[src/rtl/adc_seq_pkg.sv]
// Package: shared state encoding and timing tables for the sample/convert
// sequencer. Assumes the tables are read only with legal code widths.
package adc_seq_pkg;

    typedef enum logic [2:0] {
        ST_IDLE = 3'd0,
        ST_WREF = 3'd1,
        ST_SAMP = 3'd2,
        ST_SETL = 3'd3,
        ST_CONV = 3'd4
    } seq_state_t;

    // Pulse-mode sample period in ADC ticks for each 3-bit code.
    function automatic int smp_ticks(input logic [2:0] code);
        case (code)
            3'd0:    return 4;
            3'd1:    return 8;
            3'd2:    return 16;
            3'd3:    return 32;
            3'd4:    return 64;
            3'd5:    return 96;
            3'd6:    return 128;
            default: return 192;
        endcase
    endfunction

    // Conversion phase length in ADC ticks for each resolution code.
    function automatic int conv_ticks(input logic [1:0] res);
        case (res)
            2'd0:    return 10;
            2'd1:    return 12;
            default: return 14;
        endcase
    endfunction

endpackage

[src/rtl/adc_seq_trig.sv]
// Trigger conditioner: selects one of N_SRC sources, applies the polarity
// bit, registers the level twice and flags a rising edge. Assumes the
// sources are already synchronous to clk.
module adc_seq_trig #(
    parameter int N_SRC = 8,
    parameter int SEL_W = 3
) (
    input  logic             clk,
    input  logic             rst_n,
    input  logic             sw_start,
    input  logic [N_SRC-2:0] ext_trig,
    input  logic [SEL_W-1:0] trig_sel,
    input  logic             trig_inv,
    output logic             lvl,
    output logic             rise
);

    logic [N_SRC-1:0] src_vec;
    logic             cond_lvl;
    logic             lvl_q;
    logic             lvl_qq;

    // Source vector with the software bit in slot 0.
    always_comb begin
        src_vec  = {ext_trig, sw_start};
        cond_lvl = src_vec[trig_sel] ^ trig_inv;
    end

    // Two-stage level history for edge detection.
    always_ff @(posedge clk) begin
        if (!rst_n) begin
            lvl_q  <= 1'b0;
            lvl_qq <= 1'b0;
        end else begin
            lvl_q  <= cond_lvl;
            lvl_qq <= lvl_q;
        end
    end

    // Rising edge seen between the two history stages.
    always_comb begin
        lvl  = lvl_q;
        rise = lvl_q & ~lvl_qq;
    end

endmodule

[src/rtl/adc_seq_pwr.sv]
// Power gating: derives the reference request, core enable, oscillator
// request and the pulse-mode reference wait condition from the sequencer
// state and the static configuration.
module adc_seq_pwr
    import adc_seq_pkg::*;
#(
    parameter int REF_W = 4
) (
    input  seq_state_t       state,
    input  logic [REF_W-1:0] ref_sel,
    input  logic             ref_on,
    input  logic             ref_out,
    input  logic             pulse_mode,
    input  logic             multi_smp,
    input  logic [1:0]       seq_mode,
    output logic             ref_req,
    output logic             core_en,
    output logic             osc_req,
    output logic             need_wait
);

    localparam logic [REF_W-1:0] BUF_MASK = REF_W'(1);

    logic buf_used;
    logic buf_keep;
    logic active;

    // Decide whether the local buffer is used and whether it stays powered.
    always_comb begin
        buf_used  = |(ref_sel & BUF_MASK);
        buf_keep  = ref_out | (pulse_mode & multi_smp) | (seq_mode != 2'd0);
        active    = (state != ST_IDLE);
        need_wait = buf_used & ~ref_on & ~buf_keep;
    end

    // Drive the power requests.
    always_comb begin
        ref_req = buf_used & (ref_on | buf_keep | active);
        core_en = (state == ST_SAMP) | (state == ST_SETL) | (state == ST_CONV);
        osc_req = active;
    end

endmodule

[src/rtl/adc_seq_fsm.sv]
// Phase sequencer: idle, reference wait, sample, settle, convert. Every
// count advances only on adc_ce. Also drives the done strobe and the
// sticky overflow flag. Assumes configuration is static while busy.
module adc_seq_fsm
    import adc_seq_pkg::*;
#(
    parameter int CNT_W       = 8,
    parameter int SYNC_STAGES = 2
) (
    input  logic       clk,
    input  logic       rst_n,
    input  logic       adc_ce,
    input  logic       rise,
    input  logic       lvl,
    input  logic       pulse_mode,
    input  logic [2:0] smp_sel,
    input  logic [1:0] res_sel,
    input  logic       need_wait,
    input  logic       ref_rdy,
    input  logic       ovf_clr,
    output seq_state_t state,
    output logic       conv_done,
    output logic       ovf
);

    localparam logic [CNT_W-1:0] EXT_LAST = CNT_W'(SYNC_STAGES);

    seq_state_t       state_nxt;
    logic [CNT_W-1:0] cnt;
    logic [CNT_W-1:0] cnt_nxt;
    logic [CNT_W-1:0] last;
    logic             done_nxt;
    logic             ovf_nxt;
    logic             at_last;

    // Terminal count of the current phase.
    always_comb begin
        case (state)
            ST_SAMP: last = CNT_W'(smp_ticks(smp_sel) - 1);
            ST_SETL: last = pulse_mode ? '0 : EXT_LAST;
            ST_CONV: last = CNT_W'(conv_ticks(res_sel) - 1);
            default: last = '0;
        endcase
        at_last = adc_ce && (cnt == last);
    end

    // Next phase and counter value.
    always_comb begin
        state_nxt = state;
        cnt_nxt   = cnt;
        done_nxt  = 1'b0;
        case (state)
            ST_IDLE: begin
                cnt_nxt = '0;
                if (rise) begin
                    if (pulse_mode && need_wait && !ref_rdy) state_nxt = ST_WREF;
                    else                                      state_nxt = ST_SAMP;
                end
            end
            ST_WREF: begin
                cnt_nxt = '0;
                if (ref_rdy) state_nxt = ST_SAMP;
            end
            ST_SAMP: begin
                if (!pulse_mode) begin
                    if (!lvl) begin
                        state_nxt = ST_SETL;
                        cnt_nxt   = '0;
                    end
                end else if (at_last) begin
                    state_nxt = ST_SETL;
                    cnt_nxt   = '0;
                end else if (adc_ce) begin
                    cnt_nxt = cnt + CNT_W'(1);
                end
            end
            ST_SETL: begin
                if (at_last) begin
                    state_nxt = ST_CONV;
                    cnt_nxt   = '0;
                end else if (adc_ce) begin
                    cnt_nxt = cnt + CNT_W'(1);
                end
            end
            ST_CONV: begin
                if (at_last) begin
                    state_nxt = ST_IDLE;
                    cnt_nxt   = '0;
                    done_nxt  = 1'b1;
                end else if (adc_ce) begin
                    cnt_nxt = cnt + CNT_W'(1);
                end
            end
            default: begin
                state_nxt = ST_IDLE;
                cnt_nxt   = '0;
            end
        endcase
    end

    // Overflow: a set from a trigger while busy wins over the clear.
    always_comb begin
        if (rise && (state != ST_IDLE)) ovf_nxt = 1'b1;
        else if (ovf_clr)               ovf_nxt = 1'b0;
        else                            ovf_nxt = ovf;
    end

    // State, counter, strobe and flag registers.
    always_ff @(posedge clk) begin
        if (!rst_n) begin
            state     <= ST_IDLE;
            cnt       <= '0;
            conv_done <= 1'b0;
            ovf       <= 1'b0;
        end else begin
            state     <= state_nxt;
            cnt       <= cnt_nxt;
            conv_done <= done_nxt;
            ovf       <= ovf_nxt;
        end
    end

endmodule

[src/rtl/adc_seq_ctrl.sv]
// Top of the ADC sample-and-convert timing controller. Wires the trigger
// conditioner, the phase sequencer and the power gating together.
module adc_seq_ctrl
    import adc_seq_pkg::*;
#(
    parameter int N_SRC       = 8,
    parameter int CNT_W       = 8,
    parameter int SYNC_STAGES = 2,
    parameter int REF_W       = 4
) (
    input  logic                     clk,
    input  logic                     rst_n,
    input  logic                     adc_ce,
    input  logic                     sw_start,
    input  logic [N_SRC-2:0]         ext_trig,
    input  logic [$clog2(N_SRC)-1:0] trig_sel,
    input  logic                     trig_inv,
    input  logic                     pulse_mode,
    input  logic [2:0]               smp_sel,
    input  logic [1:0]               res_sel,
    input  logic                     ref_on,
    input  logic                     ref_out,
    input  logic                     multi_smp,
    input  logic [1:0]               seq_mode,
    input  logic [REF_W-1:0]         ref_sel,
    input  logic                     ref_rdy,
    input  logic                     ovf_clr,
    output logic                     samp_ctl,
    output logic                     core_en,
    output logic                     osc_req,
    output logic                     ref_req,
    output logic                     busy,
    output logic                     conv_done,
    output logic                     ovf
);

    localparam int SEL_W = $clog2(N_SRC);

    logic       lvl;
    logic       rise;
    logic       need_wait;
    seq_state_t state;

    adc_seq_trig #(.N_SRC(N_SRC), .SEL_W(SEL_W)) u_trig (
        .clk      (clk),
        .rst_n    (rst_n),
        .sw_start (sw_start),
        .ext_trig (ext_trig),
        .trig_sel (trig_sel),
        .trig_inv (trig_inv),
        .lvl      (lvl),
        .rise     (rise)
    );

    adc_seq_fsm #(.CNT_W(CNT_W), .SYNC_STAGES(SYNC_STAGES)) u_fsm (
        .clk        (clk),
        .rst_n      (rst_n),
        .adc_ce     (adc_ce),
        .rise       (rise),
        .lvl        (lvl),
        .pulse_mode (pulse_mode),
        .smp_sel    (smp_sel),
        .res_sel    (res_sel),
        .need_wait  (need_wait),
        .ref_rdy    (ref_rdy),
        .ovf_clr    (ovf_clr),
        .state      (state),
        .conv_done  (conv_done),
        .ovf        (ovf)
    );

    adc_seq_pwr #(.REF_W(REF_W)) u_pwr (
        .state      (state),
        .ref_sel    (ref_sel),
        .ref_on     (ref_on),
        .ref_out    (ref_out),
        .pulse_mode (pulse_mode),
        .multi_smp  (multi_smp),
        .seq_mode   (seq_mode),
        .ref_req    (ref_req),
        .core_en    (core_en),
        .osc_req    (osc_req),
        .need_wait  (need_wait)
    );

    // Port-level views of the sequencer state.
    always_comb begin
        busy     = (state != ST_IDLE);
        samp_ctl = (state == ST_SAMP);
    end

endmodule

[config.mk]
export PLATFORM = sky130hd
export DESIGN_NAME = adc_seq_ctrl
export DESIGN_NICKNAME = d
export VERILOG_FILES = /design/src/rtl/adc_seq_pkg.sv /design/src/rtl/adc_seq_trig.sv /design/src/rtl/adc_seq_pwr.sv /design/src/rtl/adc_seq_fsm.sv /design/src/rtl/adc_seq_ctrl.sv
export SDC_FILE = /design/constraint.sdc
export NUM_CORES = 1
export LEC_CHECK = 0
export ABC_AREA = 0
export BUFFER_PORTS_ARGS = -buffer_cell sky130_fd_sc_hd__buf_2
export CORE_MARGIN = 2
export CORE_UTILIZATION = 51
export CTS_CLUSTER_DIAMETER = 30
export DETAILED_ROUTE_END_ITERATION = 10
export PLACE_DENSITY = 0.8
export SYNTH_ARGS = -nofsm -noshare
export SYNTH_HDL_FRONTEND = slang
export SYNTH_HIERARCHICAL = 1
export SYNTH_SLANG_ARGS = --single-unit
[constraint.sdc]
create_clock -name clk -period 3 [get_ports clk]
set_clock_uncertainty 0.05 [all_clocks]
set_input_delay 0.3 -clock clk [delete_from_list [all_inputs] [get_ports clk]]
set_output_delay 0.3 -clock clk [all_outputs]
set_load 0.03 [all_outputs]
# After elaboration in Yosys (flattened, before gate mapping)

Cells that the tools add are included.

Output and inout bits: 7
Input port bits: 32
Register bits: 15
Word-level logic and storage cells: 82

Muxes and demuxes: 25
Add/subtract/negate cells: 3
Reductions and logical operators: 14
Bitwise operators: 15
Equality and inequality tests: 18
Magnitude comparators: 1

Operators with widths:

| cell                                                                         | count |
|---|---|
| 8-bit case mux with 7 select lines                                           | 1 |
| 8-bit 2-to-1 mux                                                             | 6 |
| 8-bit case mux with 3 select lines                                           | 1 |
| 3-bit 2-to-1 mux                                                             | 7 |
| 8-bit case mux with 2 select lines                                           | 1 |
| 8-bit by 2-bit subtractor with 8-bit output, second input constant           | 2 |
| 3-bit case mux with 5 select lines                                           | 1 |
| 3-bit by 2-bit == test with 1-bit output, second input constant              | 4 |
| 3-bit == test, second input constant                                         | 4 |
| 8-bit by 1-bit adder with 8-bit output, second input constant                | 1 |
| 8-bit == test                                                                | 1 |
| 3-bit by 1-bit == test with 1-bit output, second input constant              | 2 |
| 3-bit logical NOT                                                            | 2 |
| 2-bit by 1-bit inequality test with 1-bit output, second input constant      | 3 |
| 1-bit OR                                                                     | 6 |
| 3-bit case mux with 2 select lines                                           | 1 |
| 6-bit AND reduction                                                          | 1 |
| 1-bit AND                                                                    | 5 |
| 1-bit logical AND                                                            | 4 |
| 3-bit by 4-bit less-than comparator with 1-bit output, second input constant | 1 |
| 1-bit 2-to-1 mux                                                             | 4 |
| 2-bit 2-to-1 mux                                                             | 2 |
| 2-bit nonzero test                                                           | 2 |
| 1-bit binary-select mux with 3-bit select                                    | 1 |
| other kinds (11)                                                             | 13 |

# Logic depth before layout (Yosys ltp)

Gate-level depths: netlist of run 1.

Depth in word-level cells: 10
Mapped depth: 10
Gate-level depth less buffers: 10

# Hierarchy

Netlist of run 1, hierarchy kept.

By module, submodules not included:

| module       | instances | cells an instance | seq. area each (µm²) | area each (µm²) |
|---|---|---|---|---|
| adc_seq_fsm  | 1         | 131               | 260.2                | 1034.7 |
| adc_seq_trig | 1         | 13                | 40.0                 | 140.1 |
| adc_seq_pwr  | 1         | 9                 | 0.0                  | 56.3 |
| adc_seq_ctrl | 1         | 2                 | 0.0                  | 13.8 |

# Worst setup path after synthesis of run 1

Ideal clock, no wire load.

Path kind: input -> register
From: input smp_sel[2]
To: register u_fsm.state[0]
Path buffers: 0
Setup time: 0.072 ns
Arrival time: 2.436 ns
Stages: 10
Data required time: 2.878 ns
Setup slack: 0.442 ns
Path through: nor3_1 > inv_1 > ha_1 > nor4b_2 > o21a_1 > o211ai_1 > a2111oi_2 > a31oi_1 > nor2_1 > mux2i_1

Cells in the longest elaborated chain, start to end: 9
Elaborated cells between the ends (all ways): 17
Classes of those cells: add/sub (1); eq/ne (10); mux (3); reduce/logical (3)

Ends and longest elaborated chain:

| what                                                                                                                                  | line               | RTL |
|---|---|---|
| from (decl)                                                                                                                           | adc_seq_ctrl.sv:19 | `input logic [2:0] smp_sel,` |
| 3-bit == test (tied with other cells)                                                                                                 | adc_seq_pkg.sv:15  | `case (code)` |
| 8-bit case mux with 7 select lines *                                                                                                  | adc_seq_pkg.sv:15  |  |
| 8-bit 2-to-1 mux *                                                                                                                    | adc_seq_fsm.sv:38  | `case (state)` |
| 8-bit by 2-bit subtractor with 8-bit output *                                                                                         | adc_seq_fsm.sv:39  | `ST_SAMP: last = CNT_W'(smp_ticks(smp_sel) - 1);` |
| 8-bit case mux with 3 select lines *                                                                                                  | adc_seq_fsm.sv:38  |  |
| 8-bit == test *                                                                                                                       | adc_seq_fsm.sv:44  | `at_last = adc_ce && (cnt == last);` |
| 1-bit logical AND *                                                                                                                   | adc_seq_fsm.sv:44  |  |
| 3-bit by 2-bit inequality test with 1-bit output (no line) / 2-bit by 1-bit inequality test with 1-bit output (equally long branches) | n/a                |  |
| 6-bit AND reduction (no line) *                                                                                                       | n/a                |  |
| to (signal assigned)                                                                                                                  | adc_seq_fsm.sv:116 | `state <= state_nxt;` |
| to (decl)                                                                                                                             | adc_seq_fsm.sv:21  | `output seq_state_t state,` |

Mark *: on every way between the ends. The rest lies on a longest branch, timed or not. The select of a mux whose other input is x is not followed.
A chain may end at the register's enable or synchronous reset.

# Final worst setup path of run 1

From: register u_fsm.state[1]
To: register u_fsm.cnt[4]

Cells in the longest elaborated chain, start to end: 7
Elaborated cells between the ends (all ways): 11
Classes of those cells: eq/ne (5); mux (4); reduce/logical (2)

Ends and longest elaborated chain:

| what                                                                             | line                                 | RTL |
|---|---|---|
| 3-bit == test / 3-bit by 2-bit == test with 1-bit output (equally long branches) | adc_seq_fsm.sv:38, adc_seq_fsm.sv:52 |  |
| 8-bit case mux with 3 select lines                                               | adc_seq_fsm.sv:38                    |  |
| 8-bit == test                                                                    | adc_seq_fsm.sv:44                    |  |
| 1-bit logical AND                                                                | adc_seq_fsm.sv:44                    |  |
| 8-bit 2-to-1 mux                                                                 | adc_seq_fsm.sv:86                    | `if (at_last) begin` |
| 8-bit 2-to-1 mux                                                                 | adc_seq_fsm.sv:65                    | `if (!pulse_mode) begin` |
| 8-bit case mux with 2 select lines                                               | adc_seq_fsm.sv:52                    | `case (state)` |
| to (signal assigned)                                                             | adc_seq_fsm.sv:117                   | `cnt <= cnt_nxt;` |
| to (decl)                                                                        | adc_seq_fsm.sv:29                    | `logic [CNT_W-1:0] cnt;` |

Parallel ways exist; a longest one is shown, timed or not.

==> impl_results.md, run 1 <==
- Die Y: 53.41 um
- Initial Utilization: 55.22%
- #FFs+latches synth: 15
- CTS resizes: 0
- HP Class: in -> reg
- Most frequent cells in the layout: buf_2, nand2_1, dfxtp_1
- Diode count: 0
- Top cell type by total area after synthesis: dfxtp_1
- Final wirelength: 3.287 mm
- Hpwl dp: 2.532 mm
- Final Hold Viols: 0
- Initial DRT Pass Iterations: 4
- PwrDens: 413.1 mW/mm^2
- Hold Slack: 0.2065 ns
- Average wire per standard cell: 14.74 um
- Layout Utilization: 66.65%
- Fill count: 196
- Final setup fails: 0
- EDFF count, synth: 0
- Worst-path fanout max: 10
- Clock slew at reported path FFs: 0.09 ns
- CTS tree: built
- Vias per inst: 5.960
- Hold path endpoint: u_fsm/ovf
- Commonest non-fill, non-tap cell in the layout: buf_2
- Launching point of the worst reg2reg path: u_fsm/state[1]
- WHS Path Cells: 3
- # placed instances: 219
- Input/output buffers: 35
- Crit path kind: reg -> reg
- Postcts setup bufs: 0
- Yosys warns: 6
- RSZ-0062 raised after global routing: false
- IR drop worst, VDD: 0.3261 mV
- Largest net degree at the start of global routing: 20
- Syn Inst Count: 155
- Final worst-path cycle share: 90.79%
- Drt first-iter violations: 55
- Final Critical Period: 2.724 ns
- Die W: 53.41 um
- Leakage: 0.6240 nW
- Post-route ant nets: 0
- Worst Tran Pin Value: 0.4759 ns
- Syn-to-layout area delta: 20.70%
- Drc violations: 0
- Overflow after GRT: 0
- Status: complete, no violations
- First-pass GRT wire length: 5.520 mm
- # clock sinks: 15
- TritonCTS Buffers: 3
- Non-Filler Instances: 223
- Syn Std Cell Area: 0.001245 sq mm
- CTS root buf: clkbuf_4
- Core area: 0.002255 sq mm
- Tot GR Track Use: 26.58%
- Initial antenna violation count: 0
- Worst R2R Setup Slack: 0.28 ns
- Final net count: 230
- Post-synth net total: 189
- Synth top area share: 24.12%
- CP Capture Type: flop
- Design Power: 0.6208 mW
- Max_cap viols: 0
- Final GP Congestion: 0.8209
- Ranking of synthesized cells by area: dfxtp_1, mux2i_1, nand2_1
- Maximum clock rate: 0.3671 GHz
- Post-synth cell types: 47
- Asr flop ratio synth: 0%
- Dominant synthesized flop cell: dfxtp_1
- Fraction of layout cells with a size suffix above 1: 28.21%
- Via count: 1329
- H-tree depth: 1
- Setup TNS Final: 0 ns
- Clk buf depth: 2
- Fin. max-slew vios: 0
- Die area: 0.002852 sq mm
- Io pins: 39
- Cts hold-fix bufs: 0
- CP Data Required Time: 3.17 ns
- CP arrival: 2.89 ns
- Startpoint types: flop
- Worst-Skew Late Latency: 0.29 ns
- R2r worst-path depth: 8
- RR Endpoint: u_fsm/cnt[4]
- Vias in the first global route: 1278
- Rel. slew slack: 68.20%
- Seq/Total Area, Yosys: 24.12%
- Num rows: 17
- Hold Crit Start: ovf_clr
- Synthesized area per cell: 8.032 sq um
[routing by layer]
metal	vias up	global-route usage [%]	routed length [um]
met5	-	0	0
met4	0	8.120	21
li1	662	-	-
met1	632	31.63	1430
met3	2	5.367	158
met2	33	47.12	1676
[worst max-delay path, cell delays in order (launching register included)]
cell and delay (ns):
dfxtp_1 0.47, or3b_4 0.45, o31ai_1 0.22, nor4b_1 0.35
a2111oi_2 0.10, buf_4 0.17, a311oi_4 0.49, o21ai_1 0.15
a31oi_1 0.21
[where the power goes]
group | leakage [nW] | total [mW] | switching, mW | internal (mW)
clock network | 0.0177 | 0.120 | 0.0698 | 0.0497
logic | 0.485 | 0.278 | 0.157 | 0.121
registers | 0.122 | 0.223 | 0.0145 | 0.209
total | 0.624 | 0.621 | 0.242 | 0.379
[worst max-delay path by stage]
stage | endpoint | slack (ns) | depth (start not counted) | start
after floorplan | u_fsm/state[0] | 0.44 | 10 | smp_sel[2]
after global placement | u_fsm/state[0] | 0.20 | 12 | smp_sel[2]
after detailed placement | u_fsm/state[0] | 0.12 | 12 | smp_sel[2]
after CTS | u_fsm/cnt[4] | 0.29 | 8 | u_fsm/state[1]
after global routing | u_fsm/state[2] | 0.1 | 8 | u_fsm/state[1]
final | u_fsm/cnt[4] | 0.28 | 8 | u_fsm/state[1]
[synth_stat cells, drive strengths merged, types with 4 or more instances]
master	number
nor2b	5
xnor2	4
nand2b	5
a21oi	10
nand2	16
buf	4
dfxtp	15
nand3	5
and3	5
nor3	4
a31oi	6
mux2i	8
inv	5
nor2	11
o21ai	5
[flip-flops by register name, summed over array words and instances, names as in the netlist]
| signal | count |
|---|---|
| u_fsm/cnt | 8 |
| u_fsm/state | 3 |
| u_fsm/conv_done | 1 |
| u_fsm/ovf | 1 |
| u_trig/lvl | 1 |
| u_trig/lvl_qq | 1 |
[final cells by class]
class / instances / area [sq um] / share of cell area (%)
Inverter: 6 / 22.52 / 1.499
Multi-Input combinational cell: 129 / 897.1 / 59.70
Tap cell: 28 / 35.03 / 2.331
Clock inverter: 1 / 5.005 / 0.3331
Timing Repair Buffer: 41 / 220.2 / 14.65
Sequential cell: 15 / 300.3 / 19.98
Clock buffer: 3 / 22.52 / 1.499
[cell families after synthesis]
group | synth area share [%]
flops | 24.12
simple gates | 36.58
xor+xnor | 2.814
compound gates | 20.60
mux | 10.05
buf+inv | 3.819
fa+ha+maj | 2.010
[stage by stage]
stage	instance area, sq um	setup WS [ns]
CTS	1503	0.2937
global placement	1475	0.2008
finish	1503	0.2763
global route	1503	0.09871
floorplan	1245	0.4419
detailed placement	1475	0.1181
Power figures use the tool's default switching activity.
==> run 2: changes to the inputs <==
BUFFER_PORTS_ARGS = -buffer_cell sky130_fd_sc_hd__buf_4   (was -buffer_cell sky130_fd_sc_hd__buf_2)
==> run 2 against run 1 <==
  * Wire length increased by 3.9%
  * Sequential power about the same
  * Flip-flop and latch count unchanged
  * Design area increased by 6.3%
  * Clock power about the same
  * Setup slack improved by 0.025 ns
  * Critical endpoint is now u_fsm/cnt[6]
  * Utilization increased by 4.2 points
  * Highest routed layer unchanged
  * Combinational power increased by 10%
==> impl_results.md, run 2 (same netlist as run 1, synthesis figures left out) <==
- Status: complete, no violations
- IR drop worst, VDD: 0.3293 mV (+0.98%)
- H-tree depth: 1 (unchanged)
- Worst Tran Pin Value: 0.5425 ns (+0.06654 ns)
- Overflow after GRT: 0 (unchanged)
- Io pins: 39 (unchanged)
- Input/output buffers: 35 (unchanged)
- Max_cap viols: 0 (unchanged)
- Design Power: 0.6495 mW (+4.6%)
- Num rows: 17 (unchanged)
- Regs by FF count: u_fsm/cnt (8), u_fsm/state (3)
- Worst R2R Setup Slack: 0.30 ns (+0.02 ns)
- Fraction of layout cells with a size suffix above 1: 28.57% (+0.37 points)
- Drc violations: 0 (unchanged)
- Final net count: 231 (+0.43%)
- Core area: 0.002255 sq mm (unchanged)
- CTS tree: built
- RSZ-0062 raised after global routing: false
- Final wirelength: 3.414 mm (+3.9%)
- Launching point of the worst reg2reg path: u_fsm/state[2]
- Power share of the clock group: 18.7% (-0.6 points)
- Sequential share of power: 34.2% (-1.7 points)
- Postcts setup bufs: 0 (unchanged)
- Cts hold-fix bufs: 0 (unchanged)
- # clock sinks: 15 (unchanged)
- Post-route ant nets: 0 (unchanged)
- Setup TNS Final: 0 ns (unchanged)
- Final Critical Period: 2.699 ns (-0.02450 ns)
- Syn-to-layout area delta: 28.34%
- Final Hold Viols: 0 (unchanged)
- Initial antenna violation count: 0 (unchanged)
- Maximum clock rate: 0.3705 GHz (+0.91%)
- Final GP Congestion: 0.8286 (+0.94%)
- Rel. slew slack: 63.76% (-4.4 points)
- Worst-Skew Late Latency: 0.29 ns (about the same)
- Commonest non-fill, non-tap cell in the layout: buf_4
- Switch share: 38.26% (-0.67 points)
- CTS root buf: clkbuf_4
- Leakage: 0.6565 nW (+5.2%)
- Vias in the first global route: 1290 (+0.94%)
- HP Class: in -> reg
- Initial DRT Pass Iterations: 5 (+1)
- Combinational power share: 47.1% (+2.3 points)
- Max FFs per register: 8 (unchanged)
- Hold path endpoint: u_fsm/ovf
- Tot GR Track Use: 26.85% (+0.26 points)
- Die area: 0.002852 sq mm (unchanged)
- WHS Path Cells: 3 (unchanged)
- CTS resizes: 0 (unchanged)
- Fin. max-slew vios: 0 (unchanged)
- R2r worst-path depth: 8 (unchanged)
- Top reg by flops: u_fsm/cnt
- Net Sw Power: 0.2485 mW (+2.8%)
- Final setup fails: 0 (unchanged)
- Clock slew at reported path FFs: 0.10 ns (about the same)
- Hold Slack: 0.2201 ns (+0.01363 ns)
- Most frequent cells in the layout: buf_4, nand2_1, dfxtp_1
- Average wire per standard cell: 15.24 um (+3.4%)
- Int Pwr: 0.4010 mW (+5.8%)
- CP Capture Type: flop
- Hpwl dp: 2.604 mm (+2.8%)
- Startpoint types: flop
- Vias per inst: 6.045 (+1.4%)
- RR Endpoint: u_fsm/cnt[6]
- Post-layout instance area: 0.001598 sq mm (+6.3%)
- Hold Crit Start: ovf_clr
- Initial Utilization: 55.22% (unchanged)
- CP Data Required Time: 3.18 ns (about the same)
- Crit path kind: reg -> reg
- Drt first-iter violations: 49 (-11%)
- CP arrival: 2.87 ns (-0.02 ns)
- Via count: 1354 (+1.9%)
- Placed inst area: 0.001570 sq mm (+6.4%)
- First-pass GRT wire length: 5.595 mm (+1.4%)
- Worst-path fanout max: 13 (+3)
- Die Y: 53.41 um (unchanged)
- Die W: 53.41 um (unchanged)
- Largest net degree at the start of global routing: 17 (-15%)
- Clk buf depth: 2 (unchanged)
- Final worst-path cycle share: 89.97% (-0.82 points)
- PwrDens: 406.5 mW/mm^2 (-1.6%)
- TritonCTS Buffers: 3 (unchanged)
- Diode count: 0 (unchanged)
==> run 2: cell types whose count changed in the layout (fill, tap and decap cells not counted) <==
cell / previous run / this run
buf_2: 35 / 0
buf_4: 6 / 42
==> run 2: power by group through the flow <==
stage | registers (mW) | clock network, mW | logic (mW)
2_1_floorplan | 0.225 | 0 | 0.194
3_3_place_gp | 0.225 | 0 | 0.292
3_5_place_dp | 0.227 | 0 | 0.302
4_1_cts | 0.222 | 0.124 | 0.303
5_1_grt | 0.223 | 0.131 | 0.330
6_report | 0.222 | 0.121 | 0.306
==> run 2: metal layers <==
| layer | global-route usage [%] | part of all wire [%] | wire length, um | vias up |
|---|---|---|---|---|
| met5 | 0 | 0 | 0 | - |
| met3 | 3.107 | 5.0 | 169 | 4 |
| met1 | 32.71 | 43 | 1484 | 641 |
| met2 | 45.88 | 50 | 1724 | 42 |
| li1 | - | - | - | 667 |
| met4 | 13.25 | 1.0 | 35 | 0 |
==> run 2: how the worst max path moves through the flow <==
stage	start	end
after floorplan	smp_sel[2]	u_fsm/state[0]
after global placement	smp_sel[2]	u_fsm/state[0]
after detailed placement	smp_sel[2]	u_fsm/cnt[6]
after CTS	smp_sel[2]	u_fsm/cnt[6]
after global routing	u_fsm/state[2]	u_fsm/state[0]
final	u_fsm/state[2]	u_fsm/cnt[6]
==> run 2: cell type report <==
class	instances	area, sq um
clock buffer	3	22.52
sequential	15	300.3
fill	217	656.9
tap	28	35.03
multi-input combinational	129	897.1
timing repair buffer	42	315.3
clock inverter	1	5.005
inverter	6	22.52
==> run 2: stage by stage <==
| stage | cells | utilization [%] | setup WS [ns] |
|---|---|---|---|
| floorplan | 155 | - | 0.4419 |
| global placement | 220 | 69.64 | 0.2319 |
| detailed placement | 220 | 69.64 | 0.03999 |
| CTS | 224 | 70.87 | 0.3462 |
| global route | 224 | 70.87 | 0.1094 |
| finish | 224 | 70.87 | 0.3008 |
==> run 2: critical path, cell delays in order, from the launching register on <==
cell and delay (ns):
dfxtp_1 0.62, nor3b_1 0.53, nor3_1 0.11, o211ai_1 0.23, a2111oi_2 0.07, buf_4 0.17
a311oi_4 0.51, a41oi_1 0.19, a31oi_1 0.16
==> run 3: changes to the inputs <==
ABC_AREA = 1   (was 0)
GPL_TIMING_DRIVEN = 0   (was unset)
PLACE_DENSITY = 0.79   (was 0.8)
==> run 3 against run 2 <==
  * Count of clock-buffer cells in the layout is 1 higher
  * Total power increased by 47%
  * Global-route usage decreased by 7.5 points
  * Setup slack improved by 0.80 ns
  * Worst hold slack worse by 0.028 ns
  * Non-clock buffer count is 7 lower
  * Wire length decreased by 23%
  * Final cell count up 32%
  * Design area increased by 1.4%
  * Critical endpoint is now u_fsm/state[1]
  * Highest routed layer unchanged
==> impl_results.md, run 3 <==
- Setup TNS Final: 0 ns (unchanged)
- Final Hold Viols: 0 (unchanged)
- #FFs+latches synth: 15 (unchanged)
- Max FFs per register: 8 (unchanged)
- Top reg by flops: u_fsm/cnt
- Top-count cell post-synth: nand2_1
- Final Critical Period: 1.896 ns (-0.8034 ns)
- Routed wl met2: 1.184 mm (-31%)
- Fin. max-slew vios: 0 (unchanged)
- Die area: 0.002956 sq mm (+3.6%)
- Regs by FF count: u_fsm/cnt (8), u_fsm/state (3)
- Max_cap viols: 0 (unchanged)
- RSZ-0062 raised after global routing: false
- Dpl ws: 0.9682 ns (+0.9282 ns)
- Diode count: 0 (unchanged)
- Final net count: 301 (+30%)
- Fill count: 240 (+11%)
- Initial Utilization: 53.19% (-2.0 points)
- Crit path buf inv count: 1 (unchanged)
- Average wire per standard cell: 8.905 um (-42%)
- Die Y: 54.37 um (+1.8%)
- IR drop worst, VDD: 0.3826 mV (+16%)
- CP arrival: 2.03 ns (-0.84 ns)
- EDFF count, synth: 0 (unchanged)
- Postcts setup bufs: 0 (unchanged)
- Max stage delay cell, worst path: dfxtp_1
- Leakage: 0.8290 nW (+26%)
- Status: complete, no violations
- Post-layout instance area: 0.001620 sq mm (+1.4%)
- Die W: 54.37 um (+1.8%)
- H-tree depth: 1 (unchanged)
- Worst-Skew Late Latency: 0.28 ns (about the same)
- Slowest Stage Delay on Critical Path: 0.53 ns (-0.09 ns)
- Seq. cell area: 300.3 sq um (unchanged)
- Dominant synthesized flop cell: dfxtp_1
- Crit path max-delay family: simple AND/OR/NAND/NOR gates
- CTS root buf: clkbuf_4
- Multi-input logic area: 850.8 sq um (-5.2%)
- CP Data Required Time: 3.14 ns (-0.04 ns)
- Core area: 0.002432 sq mm (+7.9%)
- Input/output buffers: 35 (unchanged)
- Top cell type by total area after synthesis: dfxtp_1
- Hpwl dp: 2.197 mm (-16%)
- Final GP Congestion: 0.8484 (+2.4%)
- CP Capture Type: flop
- Routed met3 length: 182 um (+7.7%)
- Final setup margin: 1.104 ns (+0.8034 ns)
- CTS tree: built
- Clock slew at reported path FFs: 0.09 ns (about the same)
- Seq/Total Area, Yosys: 23.21% (-0.91 points)
- Final wirelength: 2.636 mm (-23%)
- Synth top area share: 23.21% (-0.91 points)
- Maximum clock rate: 0.5275 GHz (+42%)
- TritonCTS Buffers: 3 (unchanged)
- Drt first-iter violations: 31 (-37%)
- Initial antenna violation count: 0 (unchanged)
- Syn-to-layout area delta: 25.24%
- Syn Std Cell Area: 0.001294 sq mm (+3.9%)
- Post-route ant nets: 0 (unchanged)
- Io pins: 39 (unchanged)
- Wl on met1: 1.260 mm (-15%)
- Crit path kind: reg -> reg
- Overflow after GRT: 0 (unchanged)
- HP Class: in -> reg
- Clk buf depth: 2 (unchanged)
- Asr flop ratio synth: 0% (unchanged)
- Commonest non-fill, non-tap cell in the layout: nand2_1
- Top cells by count, synth: nand2_1, inv_1, nor2_1
- Vias in the first global route: 1118 (-13%)
- Largest net degree at the start of global routing: 11 (-6)
- Syn Inst Count: 227 (+46%)
- Final setup fails: 0 (unchanged)
- First-pass GRT wire length: 4.278 mm (-24%)
- Synthesized area per cell: 5.699 sq um (-29%)
- Vias per inst: 4.828 (-20%)
- Drc violations: 0 (unchanged)
- Yosys warns: 6 (unchanged)
- Top layer in use: met4
- Startpoint types: flop
- Fraction of layout cells with a size suffix above 1: 24.06% (-4.5 points)
- Ranking of synthesized cells by area: dfxtp_1, nand2_1, inv_1
- Worst-path fanout max: 9 (-4)
- Rel. slew slack: 64.36% (+0.61 points)
- Initial DRT Pass Iterations: 4 (-1)
- Post-synth net total: 261 (+38%)
- Num rows: 18 (+1)
- Via count: 1429 (+5.5%)
- Most frequent cells in the layout: nand2_1, buf_4, nor2_1, inv_1, nand3_1
- CTS resizes: 0 (unchanged)
- Final worst-path cycle share: 63.19% (-27 points)
- Worst Tran Pin Value: 0.5326 ns (-0.009902 ns)
- PwrDens: 589.1 mW/mm^2 (+45%)
- Post-synth cell types: 25 (-47%)
- Design Power: 0.9545 mW (+47%)
- Cts hold-fix bufs: 0 (unchanged)
- # clock sinks: 15 (unchanged)
- Tot GR Track Use: 19.33% (-7.5 points)
- Placed inst area: 0.001594 sq mm (+1.5%)
- Critical path, cell by cell: inv_1 > nor2_2 > nand2_2 > nor2_1 > nor3_1 > nand2_4 > nand2_1 > nand2_1 > nor2_1
==> run 3: power breakdown <==
group          internal (mW)  leakage (nW)  switching [mW]
sequential             0.222         0.122          0.0462
combinational          0.211         0.692           0.360
clock                 0.0516        0.0150          0.0631
==> run 3: layout make-up <==
cell class                 count  share of cell area, %
multi-input combinational    174                  52.51
clock buffer                   4                  1.622
tap                           30                  2.317
timing repair buffer          35                  16.22
sequential                    15                  18.53
inverter                      38                  8.803
==> run 3: final timing paths <==
path	startpoint	slack, ns	cells after the start	to
setup / recovery	u_fsm/state[1]	1.10	9	u_fsm/state[1]
hold / removal	rst_n	0.19	3	u_trig/lvl_qq
setup reg to reg	u_fsm/state[1]	1.10	9	u_fsm/state[1]
hold reg to reg	u_trig/lvl	0.40	2	u_trig/lvl_qq
==> run 3: through the flow <==
step | utilization (%) | hold WS [ns] | cells
after global placement | 65.54 | 0.3815 | 292
final | 66.62 | 0.1916 | 296
after global routing | 66.62 | 0.2090 | 296
after CTS | 66.62 | 0.1808 | 296
after floorplan | - | 0.3476 | 227
after detailed placement | 65.54 | 0.3852 | 292
==> run 3: cells by family after synthesis <==
| logic type | count (synthesis) | share of synthesized area (%) |
|---|---|---|
| AOI/OAI and AO/OA | 18 | 7.254 |
| adders and majority gates | 2 | 1.934 |
| buffers and inverters | 38 | 11.02 |
| and+or+nand+nor | 149 | 53.19 |
| DFF | 15 | 23.21 |
| xor gates and xnor gates | 5 | 3.385 |
==> run 3: worst min-delay path, cell delays in order <==
cell and delay (ns):
buf_4 0.11, nand2_1 0.05, inv_1 0.04
==> run 3: metal layers <==
layer / track usage, % / up-vias
li1: - / 790
met1: 24.88 / 589
met2: 33.13 / 48
met3: 2.459 / 2
met4: 6.250 / 0
met5: 0 / -
